File: config.mk
export PLATFORM = sky130hd
export DESIGN_NAME = page_ctrl
export DESIGN_NICKNAME = d
export VERILOG_FILES = /design/src/rtl/page_pkg.sv /design/src/rtl/page_port_dec.sv /design/src/rtl/page_regs.sv /design/src/rtl/page_map.sv /design/src/rtl/page_ctrl.sv
export SDC_FILE = /design/constraint.sdc
export NUM_CORES = 1
export LEC_CHECK = 0
export BUFFER_PORTS_ARGS = -buffer_cell sky130_fd_sc_hd__clkbuf_2
export CAP_MARGIN = 20
export CORE_MARGIN = 10
export CORE_UTILIZATION = 38
export CTS_BUF_LIST = sky130_fd_sc_hd__clkbuf_2
export DETAILED_ROUTE_END_ITERATION = 7
export GPL_ROUTABILITY_DRIVEN = 0
export GPL_TIMING_DRIVEN = 0
export PLACE_DENSITY_LB_ADDON = 0.3
export RECOVER_POWER = 50
export SLEW_MARGIN = 20
export SYNTH_ARGS = -nofsm -noshare
export SYNTH_HDL_FRONTEND = slang
export SYNTH_SLANG_ARGS = --single-unit
File: constraint.sdc
create_clock -name clk -period 2.8 [get_ports clk]
set_clock_uncertainty 0.1 [all_clocks]
set_input_delay 0.14 -clock clk [delete_from_list [all_inputs] [get_ports clk]]
set_output_delay 0.14 -clock clk [all_outputs]
set_load 0.01 [all_outputs]
File: src/rtl/page_pkg.sv
package page_pkg;
  localparam int BANK_W   = 3;
  localparam int SLOT_CNT = 4;
  localparam int SLOT_W   = $clog2(SLOT_CNT);
  localparam int ROM_W    = 2;

  typedef logic [BANK_W-1:0] bank_t;

  // primary register, bit 5 down to bit 0
  typedef struct packed {
    logic        lock;
    logic        rom_lo;
    logic        scr;
    logic [2:0]  ram;
  } prim_t;

  // secondary register, bit 4 down to bit 0
  typedef struct packed {
    logic        strobe_n;
    logic        motor;
    logic [1:0]  order;
    logic        special;
  } sec_t;
endpackage

File: src/rtl/page_port_dec.sv
module page_port_dec #(
  parameter int ADDR_W = 16
) (
  input  logic              io_req,
  input  logic              wr_en,
  input  logic [ADDR_W-1:0] addr,
  output logic              hit_prim,
  output logic              hit_sec
);
  logic io_wr;
  logic unused_addr_bits;

  assign io_wr    = io_req & wr_en;
  assign hit_prim = io_wr & ~addr[ADDR_W-1] & addr[ADDR_W-2] & ~addr[1];
  assign hit_sec  = io_wr & (addr[ADDR_W-1 -: 4] == 4'b0001) & ~addr[1];
  assign unused_addr_bits = ^{addr[ADDR_W-5:2], addr[0]};
endmodule

File: src/rtl/page_regs.sv
module page_regs
  import page_pkg::*;
#(
  parameter int DATA_W = 8
) (
  input  logic              clk,
  input  logic              rst_n,
  input  logic              hit_prim,
  input  logic              hit_sec,
  input  logic [DATA_W-1:0] data,
  output prim_t             prim_q,
  output sec_t              sec_q
);
  localparam int PRIM_W = $bits(prim_t);
  localparam int SEC_W  = $bits(sec_t);

  logic unused_data_bits;
  assign unused_data_bits = ^data[DATA_W-1:PRIM_W];

  always_ff @(posedge clk) begin
    if (!rst_n) begin
      prim_q <= '0;
      sec_q  <= '0;
    end else if (!prim_q.lock) begin
      if (hit_prim) prim_q <= prim_t'(data[PRIM_W-1:0]);
      if (hit_sec)  sec_q  <= sec_t'(data[SEC_W-1:0]);
    end
  end

  assert_lock_sticky_R6: assert property (@(posedge clk) disable iff (!rst_n)
    prim_q.lock |=> prim_q.lock);
  assert_lock_freeze_R6: assert property (@(posedge clk) disable iff (!rst_n)
    prim_q.lock |=> ($stable(prim_q) && $stable(sec_q)));
  assert_prim_load_R2: assert property (@(posedge clk) disable iff (!rst_n)
    (hit_prim && !prim_q.lock) |=> (prim_q == $past(data[PRIM_W-1:0])));
  assert_sec_load_R7: assert property (@(posedge clk) disable iff (!rst_n)
    (hit_sec && !prim_q.lock) |=> (sec_q == $past(data[SEC_W-1:0])));
  assert_idle_hold_R9: assert property (@(posedge clk) disable iff (!rst_n)
    (!hit_prim && !hit_sec) |=> ($stable(prim_q) && $stable(sec_q)));
endmodule

File: src/rtl/page_map.sv
module page_map
  import page_pkg::*;
#(
  parameter int ADDR_W = 16
) (
  input  prim_t                             prim,
  input  sec_t                              sec,
  input  logic [ADDR_W-1:0]                 look_addr,
  output logic [SLOT_CNT-1:0][BANK_W-1:0]   slot_bank,
  output logic                              slot0_rom,
  output logic [ROM_W-1:0]                  rom_bank,
  output logic [BANK_W-1:0]                 disp_bank,
  output logic [BANK_W-1:0]                 look_bank,
  output logic                              look_rom,
  output logic                              contended
);
  logic [SLOT_CNT-1:0] slot_cont;
  logic [SLOT_CNT-1:0] slot_rom;
  logic [SLOT_W-1:0]   look_slot;
  logic                unused_look_bits;

  assign rom_bank  = {sec.order[1], prim.rom_lo};
  assign disp_bank = prim.scr ? BANK_W'(7) : BANK_W'(5);

  always_comb begin
    slot0_rom = !sec.special;
    if (sec.special) begin
      unique case (sec.order)
        2'b00: slot_bank = {BANK_W'(3), BANK_W'(2), BANK_W'(1), BANK_W'(0)};
        2'b01: slot_bank = {BANK_W'(7), BANK_W'(6), BANK_W'(5), BANK_W'(4)};
        2'b10: slot_bank = {BANK_W'(3), BANK_W'(6), BANK_W'(5), BANK_W'(4)};
        default: slot_bank = {BANK_W'(3), BANK_W'(6), BANK_W'(7), BANK_W'(4)};
      endcase
    end else begin
      slot_bank = {BANK_W'(prim.ram), BANK_W'(2), BANK_W'(5),
                   BANK_W'(rom_bank)};
    end
  end

  generate
    for (genvar i = 0; i < SLOT_CNT; i++) begin : g_slot
      if (i == 0) begin : g_rom_slot
        assign slot_rom[i] = slot0_rom;
      end else begin : g_ram_slot
        assign slot_rom[i] = 1'b0;
      end
      assign slot_cont[i] = !slot_rom[i] && slot_bank[i][BANK_W-1];
    end
  endgenerate

  assign look_slot = look_addr[ADDR_W-1 -: SLOT_W];
  assign look_bank = slot_bank[look_slot];
  assign look_rom  = slot_rom[look_slot];
  assign contended = slot_cont[look_slot];
  assign unused_look_bits = ^look_addr[ADDR_W-SLOT_W-1:0];
endmodule

File: src/rtl/page_ctrl.sv
module page_ctrl
  import page_pkg::*;
#(
  parameter int ADDR_W = 16,
  parameter int DATA_W = 8
) (
  input  logic              clk,
  input  logic              rst_n,
  input  logic              io_req,
  input  logic              wr_en,
  input  logic [ADDR_W-1:0] addr,
  input  logic [DATA_W-1:0] data,
  input  logic [ADDR_W-1:0] look_addr,
  output logic [2:0]        slot_bank0,
  output logic [2:0]        slot_bank1,
  output logic [2:0]        slot_bank2,
  output logic [2:0]        slot_bank3,
  output logic              slot0_rom,
  output logic [1:0]        rom_bank,
  output logic [2:0]        disp_bank,
  output logic [2:0]        look_bank,
  output logic              look_rom,
  output logic              contended,
  output logic              motor_on,
  output logic              prn_strobe_n,
  output logic              locked
);
  logic  hit_prim, hit_sec;
  prim_t prim_q;
  sec_t  sec_q;
  logic [SLOT_CNT-1:0][BANK_W-1:0] slot_bank;

  page_port_dec #(.ADDR_W(ADDR_W)) u_dec (
    .io_req(io_req), .wr_en(wr_en), .addr(addr),
    .hit_prim(hit_prim), .hit_sec(hit_sec)
  );

  page_regs #(.DATA_W(DATA_W)) u_regs (
    .clk(clk), .rst_n(rst_n), .hit_prim(hit_prim), .hit_sec(hit_sec),
    .data(data), .prim_q(prim_q), .sec_q(sec_q)
  );

  page_map #(.ADDR_W(ADDR_W)) u_map (
    .prim(prim_q), .sec(sec_q), .look_addr(look_addr),
    .slot_bank(slot_bank), .slot0_rom(slot0_rom), .rom_bank(rom_bank),
    .disp_bank(disp_bank), .look_bank(look_bank), .look_rom(look_rom),
    .contended(contended)
  );

  assign slot_bank0   = slot_bank[0];
  assign slot_bank1   = slot_bank[1];
  assign slot_bank2   = slot_bank[2];
  assign slot_bank3   = slot_bank[3];
  assign motor_on     = sec_q.motor;
  assign prn_strobe_n = sec_q.strobe_n;
  assign locked       = prim_q.lock;

  assert_special_no_rom_R7: assert property (@(posedge clk) disable iff (!rst_n)
    sec_q.special |-> !slot0_rom);
  assert_special_distinct_R7: assert property (@(posedge clk) disable iff (!rst_n)
    sec_q.special |-> (slot_bank0 != slot_bank1 && slot_bank0 != slot_bank2 &&
                       slot_bank0 != slot_bank3 && slot_bank1 != slot_bank2 &&
                       slot_bank1 != slot_bank3 && slot_bank2 != slot_bank3));
  assert_normal_fixed_R4: assert property (@(posedge clk) disable iff (!rst_n)
    !sec_q.special |-> (slot0_rom && slot_bank1 == 3'd5 && slot_bank2 == 3'd2));
  assert_rom_never_contended_R10: assert property (@(posedge clk) disable iff (!rst_n)
    look_rom |-> !contended);
  assert_display_bank_R3: assert property (@(posedge clk) disable iff (!rst_n)
    (disp_bank == 3'd5) || (disp_bank == 3'd7));
endmodule

Word level (Yosys, flattened, before mapping)
Index checks and enable logic that the tools add are counted.

storage, ports and cells
  flip-flop bits (word level) = 11
  input bits = 44
  output and inout port bits = 26
  logic and storage cells = 37

cells by class
  order comparisons = 1
  eq/ne operators = 3
  mux-type cells = 11
  bitwise operators = 9
  reduce and logical (&&, ||, !) cells = 5

operators with widths
  kind                                                                   number
  12-bit one-hot mux with 3 select lines                                 1
  12-bit two-way mux                                                     1
  6-bit two-way mux                                                      2
  1-bit AND                                                              6
  3-bit binary-select mux with 2-bit select                              1
  1-bit binary-select mux with 2-bit select                              2
  4-bit by 1-bit == test with 1-bit output (second input constant)       1
  2-bit AND reduction                                                    2
  2-bit by 3-bit < comparator with 1-bit output (second input constant)  1
  3-bit two-way mux                                                      1
  1-bit inverter                                                         3
  2-bit by 1-bit == test with 1-bit output (second input constant)       1
  2-bit == test (second input constant)                                  1
  2-bit logical NOT                                                      1
  1-bit two-way mux                                                      2
  2-bit two-way mux                                                      1
  1-bit logical AND                                                      1
  1-bit logical NOT                                                      1

Depth between registers and ports, before layout
Gate-level depths: netlist (run 1).

  depth after elaboration = 6
  gate-level depth with buffers = 5
  depth with buffers taken out = 3

Modules after synthesis
Synthesis (run 1) repeated with hierarchy kept, for this count alone.

unflattened totals
  cells, all modules = 85
  area total of the unflattened synthesis = 721.9 µm²

by module, submodules not included
  module         instances  cells each  area an instance (µm²)  seq. area each (µm²)
  page_regs      1          44          449.2                   220.2
  page_map       1          37          242.7                   0.0
  page_port_dec  1          4           30.0                    0.0

Worst setup path after synthesis (run 1)
OpenSTA, ideal clock, no wires.

  kind = register to output
  from = register u_regs.sec_q[0] (netlist name)
  to = output port look_bank[2]
  arrival time = 1.176 ns
  required time = 2.560 ns
  path slack = 1.384 ns
  stages on the path, launching flop included = 5
  path buffers = 2
  path through = dfxtp_1 -> buf_2 -> inv_2 -> o31ai_1 -> buf_4

between the ends
  longest elaborated chain between the ends = 3

RTL lines
  item                                       line             source
  12-bit two-way mux                         page_map.sv:27   if (sec.special) begin
  3-bit binary-select mux with 2-bit select  page_map.sv:52   assign look_bank = slot_bank[look_slot];
  3-bit two-way mux (not written as such)    page_map.sv:52
  end, declared                              page_ctrl.sv:21  output logic [2:0] look_bank,

No other way between the ends. The select of a mux whose other input is x is not followed.

Worst setup path after layout (run 1)
  from = register u_regs.sec_q[0] (netlist name)
  to = output port look_bank[2]

between the ends
  longest elaborated chain between the ends = 3

RTL lines
  item                                       line
  12-bit two-way mux                         page_map.sv:27
  3-bit binary-select mux with 2-bit select  page_map.sv:52
  3-bit two-way mux (not written as such)    page_map.sv:52

No other way between the ends. The select of a mux whose other input is x is not followed.

==> impl_table.tex, run 1 <==
\begin{tabular}{lr}
\hline
Metric & Value \\
\hline
\multicolumn{2}{l}{\textbf{Synth}} \\
Average footprint of a synthesized cell & between 8 and 9 um\^{}2 \\
Number of warnings reported in the yosys synthesis log & 0 \\
Sequential area share after synthesis & $\sim$33\% \\
Post-Syn Area & about 670 um\^{}2 \\
Distinct cells, synth & 24 \\
Post-synthesis cell count & 80 \\
Post-synthesis register bit count & 11 \\
\multicolumn{2}{l}{\textbf{Detailed routing}} \\
Detailed-route via count & roughly 650 \\
Drt initial violations & 12 \\
Wirelength per Cell & roughly 12 um \\
DRC viols & 0 \\
Detail Route Antenna Nets & 0 \\
WL final & around 1800 um \\
Iteration count of the initial detailed-routing pass & 3 \\
Via count normalized by instance count & between 4 and 5 \\
\multicolumn{2}{l}{\textbf{Clocking}} \\
Number of buffers added by the clock tree synthesis step & 3 \\
Clock insertion delay at the later pin of the skew report & 0.27 ns \\
Count of clock tree sinks & 11 \\
Clock input transition at the sequential cells of the worst setup and hold paths & 0.12 ns \\
Clock root buffer & sky130\_fd\_sc\_hd\_\_clkbuf\_2 \\
Maximum count of clock buffers along a single path & 2 \\
CTS HTree Levels & 1 \\
Clock tree from TritonCTS & yes \\
Number of buffers inserted to repair setup after CTS & 0 \\
\multicolumn{2}{l}{\textbf{Pwr}} \\
Relative contribution of the clock network to total power & roughly 30\% \\
Total power divided by cell area & approximately 330 nW/um\^{}2 \\
Total internal power & between 0.2 and 0.25 mW \\
Combinational fraction of design power & between 10\% and 20\% \\
Power dissipated by switching net loads & 0.0809 mW \\
Max IR drop VDD & 0.000212 V \\
Switching power as a share of total power & a little over a quarter \\
Power share of the sequential group & roughly 54\% \\
Static leakage & just over 0.5 nW \\
\multicolumn{2}{l}{\textbf{GRT}} \\
Gr usage total & under 10\% \\
Number of antenna violations at the first check in global routing & 0 \\
Vias in the first global route & between 600 and 700 \\
Residual overflow from global routing & 0 \\
Wire length of the first global-routing pass & 2680 um \\
Pin count of the biggest net entering global routing & 11 \\
\multicolumn{2}{l}{\textbf{Min path}} \\
Hold wc startpoint & data[2] \\
Worst hold-check path type & in2reg \\
Endpoint with the worst hold slack & u\_regs.prim\_q[2] \\
Min-Delay Path Depth & 3 \\
\multicolumn{2}{l}{\textbf{Floorplan}} \\
I/O Pins & 70 \\
Die Height & approximately 62 um \\
Area of the core region & $\sim$1700 um\^{}2 \\
Die W & 62.1 um \\
Site row count & 15 \\
Overall die area & about 3900 um\^{}2 \\
Initial cell density of the core & roughly two fifths \\
\multicolumn{2}{l}{\textbf{Timing}} \\
Pins over their slew limit & 0 \\
Achievable frequency & between 0.5 and 0.6 GHz \\
Tmin final & around 1.7 ns \\
Setup total negative slack & 0 ns \\
Final count of negative-setup-slack endpoints & 0 \\
Number of hold violations in the final report & 0 \\
Setup repair after global routing missed its margin & no \\
Final worst-path cycle share & 60.5\% \\
\multicolumn{2}{l}{\textbf{Worst setup path}} \\
CP max stage cell & sky130\_fd\_sc\_hd\_\_o31ai\_1 \\
Required time at the endpoint of the critical path & around 2.6 ns \\
Crit path largest cell delay & $\sim$0.33 ns \\
CP Max Fanout & 9 \\
Element type at the critical path end & output port \\
Start of the worst register-to-register path & u\_regs.prim\_q[5] \\
Critical path buffers and inverters & 4 \\
Number of cells on the critical path & 5 \\
Capture point of the worst reg-to-reg path & u\_regs.sec\_q[3] \\
Setup slack, reg-to-reg & 1.48 ns \\
Data arrival time of the critical path & about 1.5 ns \\
CP top delay family & buffers and inverters \\
Startpoint types & flop \\
Register-to-Register Path Depth & 3 \\
Cells traversed along the worst timing path & buf\_2 > inv\_2 > o31ai\_1 > buf\_4 > clkbuf\_2 \\
CP Class & reg2out \\
\multicolumn{2}{l}{\textbf{Cells and area}} \\
Antenna Cells & 0 \\
Fin cells & approximately 150 \\
Share of cells above drive strength 1 & roughly two fifths \\
Area grow syn2layout & 32.4\% \\
Fin nets & $\sim$170 \\
Fill cell count & roughly 190 \\
\multicolumn{2}{l}{\textbf{Place}} \\
Placed Cells & $\sim$140 \\
Number of I/O port buffers & 36 \\
Half-perimeter wire length of the detailed placement result & approximately 1500 um \\
\multicolumn{2}{l}{\textbf{Flow run}} \\
Number of maximum-capacitance violations & 0 \\
\multicolumn{2}{l}{\textbf{Status}} \\
Status & finished, final reports clean \\
\hline
\end{tabular}
==> Yosys cell counts (all sizes together) <==
cell / count / area share, %
nor2: 5 / 2.8
conb: 2 / 1.1
nor3: 1 / 0.74
inv: 3 / 1.7
and4bb: 1 / 1.9
nand3b: 1 / 3.0
dfxtp: 11 / 33
clkbuf: 1 / 0.56
o31ai: 1 / 1.1
o221ai: 1 / 1.3
o211ai: 1 / 1.1
a22o: 1 / 1.3
nor4b: 1 / 3.5
nor2b: 3 / 2.8
or2: 1 / 0.93
a31oi: 3 / 2.8
nand2: 18 / 10
and3: 2 / 1.9
mux2i: 10 / 15
a21oi: 1 / 0.74
buf: 12 / 13
==> sequential cells by signal, indices dropped and copies added, names as in the netlist <==
signal and flops:
u_regs.prim_q 6, u_regs.sec_q 5
==> cell families after synthesis <==
| family | after synthesis | share of synthesized area (%) |
|---|---|---|
| AO/OA/AOI/OAI | 8 | 8.38 |
| other | 2 | 1.12 |
| flip-flops | 11 | 32.8 |
| buffers and inverters | 16 | 14.9 |
| multiplexers | 10 | 14.9 |
| AND/OR/NAND/NOR | 33 | 27.9 |
==> worst max-delay path by stage <==
| stage | from | end | slack [ns] |
|---|---|---|---|
| 6_report | u_regs.sec_q[0] | look_bank[2] | 1.11 |
| 5_1_grt | u_regs.sec_q[0] | look_bank[2] | 0.95 |
| 4_1_cts | u_regs.sec_q[0] | look_bank[2] | 1.07 |
| 3_5_place_dp | u_regs.sec_q[0] | look_bank[2] | 1.38 |
| 3_3_place_gp | u_regs.sec_q[0] | look_bank[2] | 1.41 |
| 2_1_floorplan | u_regs.sec_q[0] | look_bank[2] | 1.38 |
==> worst register-to-register path: stages (launching register included) <==
cell	delay [ns]
sky130_fd_sc_hd__dfxtp_1	0.35
sky130_fd_sc_hd__nor4b_1	0.31
sky130_fd_sc_hd__nand2_1	0.26
sky130_fd_sc_hd__mux2i_1	0.18
==> cell type report <==
| type | instances | area (um^2) | area share [%] |
|---|---|---|---|
| clock buffer | 3 | 15.0 | 1.69 |
| sequential | 11 | 220 | 24.8 |
| timing repair buffer | 37 | 185 | 20.8 |
| buffer | 13 | 88.8 | 9.99 |
| inverter | 3 | 11.3 | 1.27 |
| multi-input combinational | 56 | 333 | 37.4 |
| clock inverter | 1 | 5.00 | 0.563 |
| tap | 25 | 31.3 | 3.52 |
==> power groups by stage <==
stage	Combinational (mW)	Sequential, mW	Clock, mW
after CTS	0.0512	0.159	0.0920
after detailed placement	0.0510	0.163	0
after global routing	0.0556	0.159	0.0983
after global placement	0.0503	0.162	0
final	0.0493	0.159	0.0878
after floorplan	0.0293	0.162	0
==> routing by layer <==
layer	track usage [%]	routed length (um)	vias up
met2	14.0	705	32
met5	0	0	-
met4	3.82	22	0
met3	6.30	283	3
li1	-	-	342
met1	9.84	751	270
==> per-stage QoR <==
step | hold WS, ns | utilization, % | setup slack, ns | cell area [um^2] | total power, mW
floorplan | 0.201 | - | 1.38 | 683 | 0.192
global placement | 0.293 | 52.4 | 1.41 | 895 | 0.213
detailed placement | 0.309 | 52.4 | 1.38 | 895 | 0.214
CTS | 0.00205 | 53.6 | 1.07 | 915 | 0.302
global route | 0.0235 | 52.1 | 0.947 | 890 | 0.313
finish | 0.00687 | 52.1 | 1.11 | 890 | 0.296
==> cell usage in the layout (no fill, tap or decap), drive strengths merged <==
cell type / instances
clkinv: 1
nor2b: 3
mux2i: 10
a21oi: 1
o31ai: 1
clkbuf: 41
a22o: 1
dlygate4sd3: 1
a31oi: 3
nor2: 5
nand3b: 1
nor3: 1
and4bb: 1
and3: 2
or2: 1
conb: 5
o211ai: 1
inv: 3
dfxtp: 11
nor4b: 1
buf: 11
nand2: 18
o221ai: 1
==> repair_timing <==
| action | in CTS | in global routing |
|---|---|---|
| gates resized for setup | 0 | 0 |
| hold buffers | 0 | 1 |
| endpoints found under the hold margin | 0 | 1 |
(Power assumes the default switching activity.)
==> run 2, diff against run 1 <==
Settings changed: CORE_UTILIZATION 38 to 32.
Clock period 2.8 ns to 1.4 ns, I/O delays scaled along.
==> impl_table.tex, run 2 (synthesis gave the netlist of run 1 again) <==
\begin{tabular}{lr}
\hline
Metric & Value \\
\hline
\multicolumn{2}{l}{\textbf{Clocking}} \\
CTS HTree Levels & 1 (unchanged) \\
Clock input transition at the sequential cells of the worst setup and hold paths & 0.11 ns (about the same) \\
Count of clock tree sinks & 11 (unchanged) \\
Number of buffers added by the clock tree synthesis step & 3 (unchanged) \\
Clock tree from TritonCTS & yes \\
Clock root buffer & sky130\_fd\_sc\_hd\_\_clkbuf\_2 \\
Clock insertion delay at the later pin of the skew report & 0.25 ns (-0.02 ns) \\
Maximum count of clock buffers along a single path & 2 (unchanged) \\
\multicolumn{2}{l}{\textbf{Cells and area}} \\
Register area & 229 um\^{}2 (+4.0\%) \\
Commonest non-fill, non-tap cells in the layout & 31 x sky130\_fd\_sc\_hd\_\_clkbuf\_2, 17 x sky130\_fd\_sc\_hd\_\_nand2\_1, 12 x sky130\_fd\_sc\_hd\_\_buf\_4 \\
Final Cell Area & 1020 um\^{}2 (+15\%) \\
Fin nets & 175 (+3.6\%) \\
Leading cell type in the layout, fill and taps excluded & sky130\_fd\_sc\_hd\_\_clkbuf\_2 \\
Area grow syn2layout & 52.0\% \\
Fin cells & 157 (+5.4\%) \\
Footprint of the multi-input gates & 387 um\^{}2 (+16\%) \\
Largest registers in the final layout & u\_regs.prim\_q (6), u\_regs.sec\_q (5) \\
Max FFs per register & 6 (unchanged) \\
Antenna Cells & 0 (unchanged) \\
Share of cells above drive strength 1 & 46.9\% (+5.8 points) \\
Register with the most flip-flops & u\_regs.prim\_q \\
Fill cell count & 206 (+11\%) \\
\multicolumn{2}{l}{\textbf{Status}} \\
Status & finished, final reports clean \\
\multicolumn{2}{l}{\textbf{Timing}} \\
Final count of negative-setup-slack endpoints & 0 (unchanged) \\
Setup repair after global routing missed its margin & yes \\
WHS & 0.0461 ns (+0.0393 ns) \\
Crit path setup slack, layout & 0.0342 ns (-1.07 ns) \\
Achievable frequency & around 0.73 GHz \\
Pins over their slew limit & 0 (unchanged) \\
Final worst-path cycle share & a little over nine tenths \\
Setup total negative slack & 0 ns (unchanged) \\
Number of hold violations in the final report & 0 (unchanged) \\
Tmin final & 1.37 ns \\
\multicolumn{2}{l}{\textbf{Detailed routing}} \\
Wirelength per Cell & 12.1 um (+2.4\%) \\
Length of routed met2 wiring & 969 um (+37\%) \\
Top routing layer in use & met3 \\
Drt initial violations & 6 (-6) \\
Detail Route Antenna Nets & 0 (unchanged) \\
DR WL met3 & 144 um (-49\%) \\
WL final & 1900 um (+8.0\%) \\
Via count normalized by instance count & 4.23 (-2.6\%) \\
Iteration count of the initial detailed-routing pass & 2 (-1) \\
Detailed-route via count & 664 (+2.6\%) \\
WL met1 & 787 um (+4.8\%) \\
DRC viols & 0 (unchanged) \\
\multicolumn{2}{l}{\textbf{Place}} \\
Instance area at placement & 897 um\^{}2 (+0.28\%) \\
Pre-CTS worst setup slack & 0.0576 ns (-1.32 ns) \\
Number of I/O port buffers & 36 (unchanged) \\
Half-perimeter wire length of the detailed placement result & 1520 um (+3.6\%) \\
Placed Cells & 146 (+1.4\%) \\
\multicolumn{2}{l}{\textbf{Floorplan}} \\
Die W & 65.8 um (+6.1\%) \\
Die Height & 65.8 um (+6.1\%) \\
Site row count & 16 (+1) \\
Overall die area & 4330 um\^{}2 (+13\%) \\
Initial cell density of the core & 33.9\% (-5.4 points) \\
Area of the core region & 1980 um\^{}2 (+16\%) \\
I/O Pins & 70 (unchanged) \\
\multicolumn{2}{l}{\textbf{GRT}} \\
Pin count of the biggest net entering global routing & 11 (unchanged) \\
Vias in the first global route & 694 (+12\%) \\
Residual overflow from global routing & 0 (unchanged) \\
Number of antenna violations at the first check in global routing & 0 (unchanged) \\
Wire length of the first global-routing pass & 3060 um (+14\%) \\
Gr usage total & 8.75\% (-0.51 points) \\
\multicolumn{2}{l}{\textbf{Pwr}} \\
Static leakage & 0.556 nW (+8.2\%) \\
Max IR drop VDD & 0.000434 V (+100\%) \\
Total power divided by cell area & 587 nW/um\^{}2 (+77\%) \\
\multicolumn{2}{l}{\textbf{Min path}} \\
Worst hold-check path type & in2reg \\
\multicolumn{2}{l}{\textbf{Worst setup path}} \\
CP Launch Point & u\_regs.sec\_q[2] \\
Startpoint types & flop \\
Data arrival time of the critical path & 1.20 ns (-0.25 ns) \\
Required time at the endpoint of the critical path & 1.23 ns (-1.33 ns) \\
CP Max Fanout & 8 (-1) \\
Capture point of the worst reg-to-reg path & u\_regs.sec\_q[1] \\
Element type at the critical path end & output port \\
Endpoint of the worst setup timing path & contended \\
Start of the worst register-to-register path & u\_regs.prim\_q[5] \\
CP Class & reg2out \\
Register-to-Register Path Depth & 3 (unchanged) \\
Setup slack, reg-to-reg & 0.22 ns (-1.26 ns) \\
\multicolumn{2}{l}{\textbf{Flow run}} \\
Number of maximum-capacitance violations & 0 (unchanged) \\
\hline
\end{tabular}
[run 2: changes by cell type in the layout (fill, tap and decap cells not counted), moves of 2 or more]
| cell | delta |
|---|---|
| sky130_fd_sc_hd__dlygate4sd3_1 | +5 |
| sky130_fd_sc_hd__clkbuf_2 | -4 |
| sky130_fd_sc_hd__buf_4 | +3 |
| sky130_fd_sc_hd__dfxtp_1 | -3 |
| sky130_fd_sc_hd__nor2_1 | -3 |
| sky130_fd_sc_hd__buf_2 | +2 |
| sky130_fd_sc_hd__dfxtp_4 | +2 |
| sky130_fd_sc_hd__nor2_2 | +2 |
[run 2: how the worst min path moves through the flow]
stage / from / to / slack [ns] / cells past startpoint
floorplan: look_addr[15] / look_rom / 0.09 / 1
global placement: data[4] / u_regs.prim_q[4] / 0.22 / 3
detailed placement: data[2] / u_regs.sec_q[2] / 0.23 / 3
CTS: rst_n / u_regs.sec_q[0] / 0.04 / 3
global route: rst_n / u_regs.sec_q[0] / 0.07 / 3
finish: rst_n / u_regs.sec_q[0] / 0.05 / 3
[run 2: report_power, final]
part	leakage, nW	internal (mW)	switching, mW
sequential	0.0908	0.312	0.00299
clock	0.0164	0.0647	0.105
combinational	0.449	0.0612	0.0531
[run 2: timing repair]
| item | 4_1_cts | 5_1_grt |
|---|---|---|
| pin swaps | 0 | 3 |
| resized for setup | 14 | 8 |
| endpoints found under the setup margin | 6 | 8 |
| setup buffers | 2 | 1 |
| endpoints found under the hold margin | 11 | 0 |
| hold buffers | 6 | 0 |
[run 2: metal layers]
metal | GRT usage [%] | vias up
met1 | 9.51 | 291
met2 | 15.0 | 19
li1 | - | 354
met5 | 0 | -
met4 | 2.41 | 0
met3 | 3.90 | 0
[run 2: critical path: stages, from the launching register on]
cell and delay (ns):
sky130_fd_sc_hd__dfxtp_4 0.39, sky130_fd_sc_hd__and3_1 0.18, sky130_fd_sc_hd__o31ai_4 0.19, sky130_fd_sc_hd__buf_2 0.18
[run 2: through the flow]
step	total power, mW	utilization, %
global placement	0.426	45.3
CTS	0.611	51.9
floorplan	0.383	-
global route	0.640	51.5
finish	0.599	51.5
detailed placement	0.427	45.3
[run 2: area by class of cell]
class | instances | area share [%]
inverter | 3 | 1.84
tap | 27 | 3.31
multi-input combinational | 56 | 37.9
clock inverter | 1 | 0.490
timing repair buffer | 45 | 25.1
sequential | 11 | 22.4
clock buffer | 3 | 1.47
buffer | 11 | 7.48
==> run 3, diff against run 2 <==
Clock period 1.4 ns to 1.1 ns, I/O delays scaled along.
==> impl_table.tex, run 3 (synthesis gave the netlist of run 1 again) <==
\begin{tabular}{lr}
\hline
Metric & Value \\
\hline
\multicolumn{2}{l}{\textbf{GRT}} \\
Number of antenna violations at the first check in global routing & 0 (unchanged) \\
Vias in the first global route & 754 (+8.6\%) \\
Residual overflow from global routing & 0 (unchanged) \\
Pin count of the biggest net entering global routing & 11 (unchanged) \\
Gr usage total & 10.0\% (+1.3 points) \\
Wire length of the first global-routing pass & 3530 um (+16\%) \\
\multicolumn{2}{l}{\textbf{Timing}} \\
Final worst-path cycle share & 128\% \\
Final count of negative-setup-slack endpoints & 21 (+21) \\
Number of hold violations in the final report & 0 (unchanged) \\
Pins over their slew limit & 0 (unchanged) \\
Crit path setup slack, layout & -0.309 ns (-0.343 ns) \\
Setup repair after global routing missed its margin & yes \\
Achievable frequency & approximately 0.7 GHz \\
Tmin final & $\sim$1.4 ns \\
\multicolumn{2}{l}{\textbf{Cells and area}} \\
Largest registers in the final layout & u\_regs.prim\_q (6), u\_regs.sec\_q (5) \\
Register with the most flip-flops & u\_regs.prim\_q \\
Max FFs per register & 6 (unchanged) \\
Antenna Cells & 0 (unchanged) \\
Commonest non-fill, non-tap cells in the layout & 23 x sky130\_fd\_sc\_hd\_\_clkbuf\_2, 21 x sky130\_fd\_sc\_hd\_\_buf\_6, 16 x sky130\_fd\_sc\_hd\_\_nand2\_1 \\
Leading cell type in the layout, fill and taps excluded & sky130\_fd\_sc\_hd\_\_clkbuf\_2 \\
Final Cell Area & 1300 um\^{}2 (+27\%) \\
Share of cells above drive strength 1 & 61.0\% (+14 points) \\
Area grow syn2layout & 93.3\% \\
Fin cells & 168 (+7.0\%) \\
Fin nets & 186 (+6.3\%) \\
\multicolumn{2}{l}{\textbf{Floorplan}} \\
Die W & 65.8 um (unchanged) \\
Initial cell density of the core & 33.9\% (unchanged) \\
I/O Pins & 70 (unchanged) \\
Area of the core region & 1980 um\^{}2 (unchanged) \\
Site row count & 16 (unchanged) \\
Overall die area & 4330 um\^{}2 (unchanged) \\
Die Height & 65.8 um (unchanged) \\
\multicolumn{2}{l}{\textbf{Place}} \\
Placed Cells & 146 (unchanged) \\
Number of I/O port buffers & 36 (unchanged) \\
Instance area at placement & 912 um\^{}2 (+1.7\%) \\
Half-perimeter wire length of the detailed placement result & 1550 um (+2.2\%) \\
\multicolumn{2}{l}{\textbf{Clocking}} \\
Clock insertion delay at the later pin of the skew report & 0.25 ns (about the same) \\
Count of clock tree sinks & 11 (unchanged) \\
Clock tree from TritonCTS & yes \\
Maximum count of clock buffers along a single path & 2 (unchanged) \\
Clock input transition at the sequential cells of the worst setup and hold paths & 0.11 ns (about the same) \\
Clock root buffer & sky130\_fd\_sc\_hd\_\_clkbuf\_2 \\
CTS HTree Levels & 1 (unchanged) \\
Number of buffers added by the clock tree synthesis step & 3 (unchanged) \\
\multicolumn{2}{l}{\textbf{Detailed routing}} \\
DRC viols & 0 (unchanged) \\
Wirelength per Cell & 14.8 um (+22\%) \\
Drt initial violations & 10 (+4) \\
Via count normalized by instance count & 4.63 (+9.5\%) \\
Iteration count of the initial detailed-routing pass & 4 (+2) \\
Detailed-route via count & 778 (+17\%) \\
WL final & 2480 um (+31\%) \\
Detail Route Antenna Nets & 0 (unchanged) \\
\multicolumn{2}{l}{\textbf{Pwr}} \\
Max IR drop VDD & 0.000865 V (+99\%) \\
Total power divided by cell area & 623 nW/um\^{}2 (+6.0\%) \\
Static leakage & 0.675 nW (+21\%) \\
\multicolumn{2}{l}{\textbf{Min path}} \\
Worst hold-check path type & in2reg \\
\multicolumn{2}{l}{\textbf{Worst setup path}} \\
Element type at the critical path end & output port \\
Required time at the endpoint of the critical path & 0.94 ns (-0.29 ns) \\
Data arrival time of the critical path & 1.25 ns (+0.05 ns) \\
Startpoint types & flop \\
CP Max Fanout & 6 (-2) \\
CP Class & reg2out \\
\multicolumn{2}{l}{\textbf{Status}} \\
Failing checks & negative setup slack \\
Status & finished, violations left \\
\multicolumn{2}{l}{\textbf{Flow run}} \\
Number of maximum-capacitance violations & 0 (unchanged) \\
\hline
\end{tabular}
-- run 3: cell type report --
class	count	area (um^2)
Tap cell	27	33.8
Timing Repair Buffer	55	455
Inverter	3	18.8
Multi-Input combinational cell	56	447
Buffer	12	87.6
Sequential cell	11	236
Fill cell	164	683
Clock buffer	4	20.0
-- run 3: power by group --
group / internal, mW / total (mW) / switching (mW)
clock network: 0.0965 / 0.232 / 0.135
logic: 0.0987 / 0.180 / 0.0814
registers: 0.393 / 0.396 / 0.00397
total: 0.588 / 0.808 / 0.221
-- run 3: through the flow --
stage / setup TNS, ns / total power, mW / setup slack [ns] / utilization [%] / hold WS (ns)
2_1_floorplan: -0.0751 / 0.491 / -0.0386 / - / 0.0567
3_3_place_gp: -0.466 / 0.545 / -0.151 / 46.0 / 0.208
6_report: -3.36 / 0.808 / -0.309 / 65.5 / 0.0802
5_1_grt: -4.47 / 0.853 / -0.384 / 65.5 / 0.0900
4_1_cts: -3.75 / 0.800 / -0.334 / 58.8 / 0.0451
3_5_place_dp: -0.572 / 0.547 / -0.162 / 46.0 / 0.222
-- run 3: path summary, 6_finish.rpt --
path                            cells past startpoint          endpoint        startpoint  slack (ns)
worst min-delay path                                3  u_regs.prim_q[5]          addr[14]        0.08
worst max register to register                      3   u_regs.sec_q[0]  u_regs.prim_q[5]       -0.05
worst min register to register                      2  u_regs.prim_q[3]  u_regs.prim_q[3]        0.38
worst max-delay path                                5      look_bank[2]   u_regs.sec_q[0]       -0.31
-- run 3: routing by layer --
metal	GRT usage (%)	up-vias	part of all wire, %
li1	-	379	-
met1	10.3	369	34
met2	18.8	28	60
met3	4.24	2	6.2
met4	0.802	0	0.16
met5	0	-	0
-- run 3: worst max-delay path, cell delays in order, from the launching register on --
cell and delay [ns]:
sky130_fd_sc_hd__dfxtp_4 0.44, sky130_fd_sc_hd__inv_8 0.06, sky130_fd_sc_hd__o211ai_1 0.12, sky130_fd_sc_hd__o31ai_4 0.11, sky130_fd_sc_hd__buf_4 0.15, sky130_fd_sc_hd__buf_8 0.11
-- run 3: what timing repair did --
action                                  in CTS  in global routing
hold buffers                                 6                  0
buffers inserted                            10                  4
endpoints found under the hold margin       11                  0
resized for setup                           28                 43
endpoints found under the setup margin      21                 22
pin swaps                                    6                  9
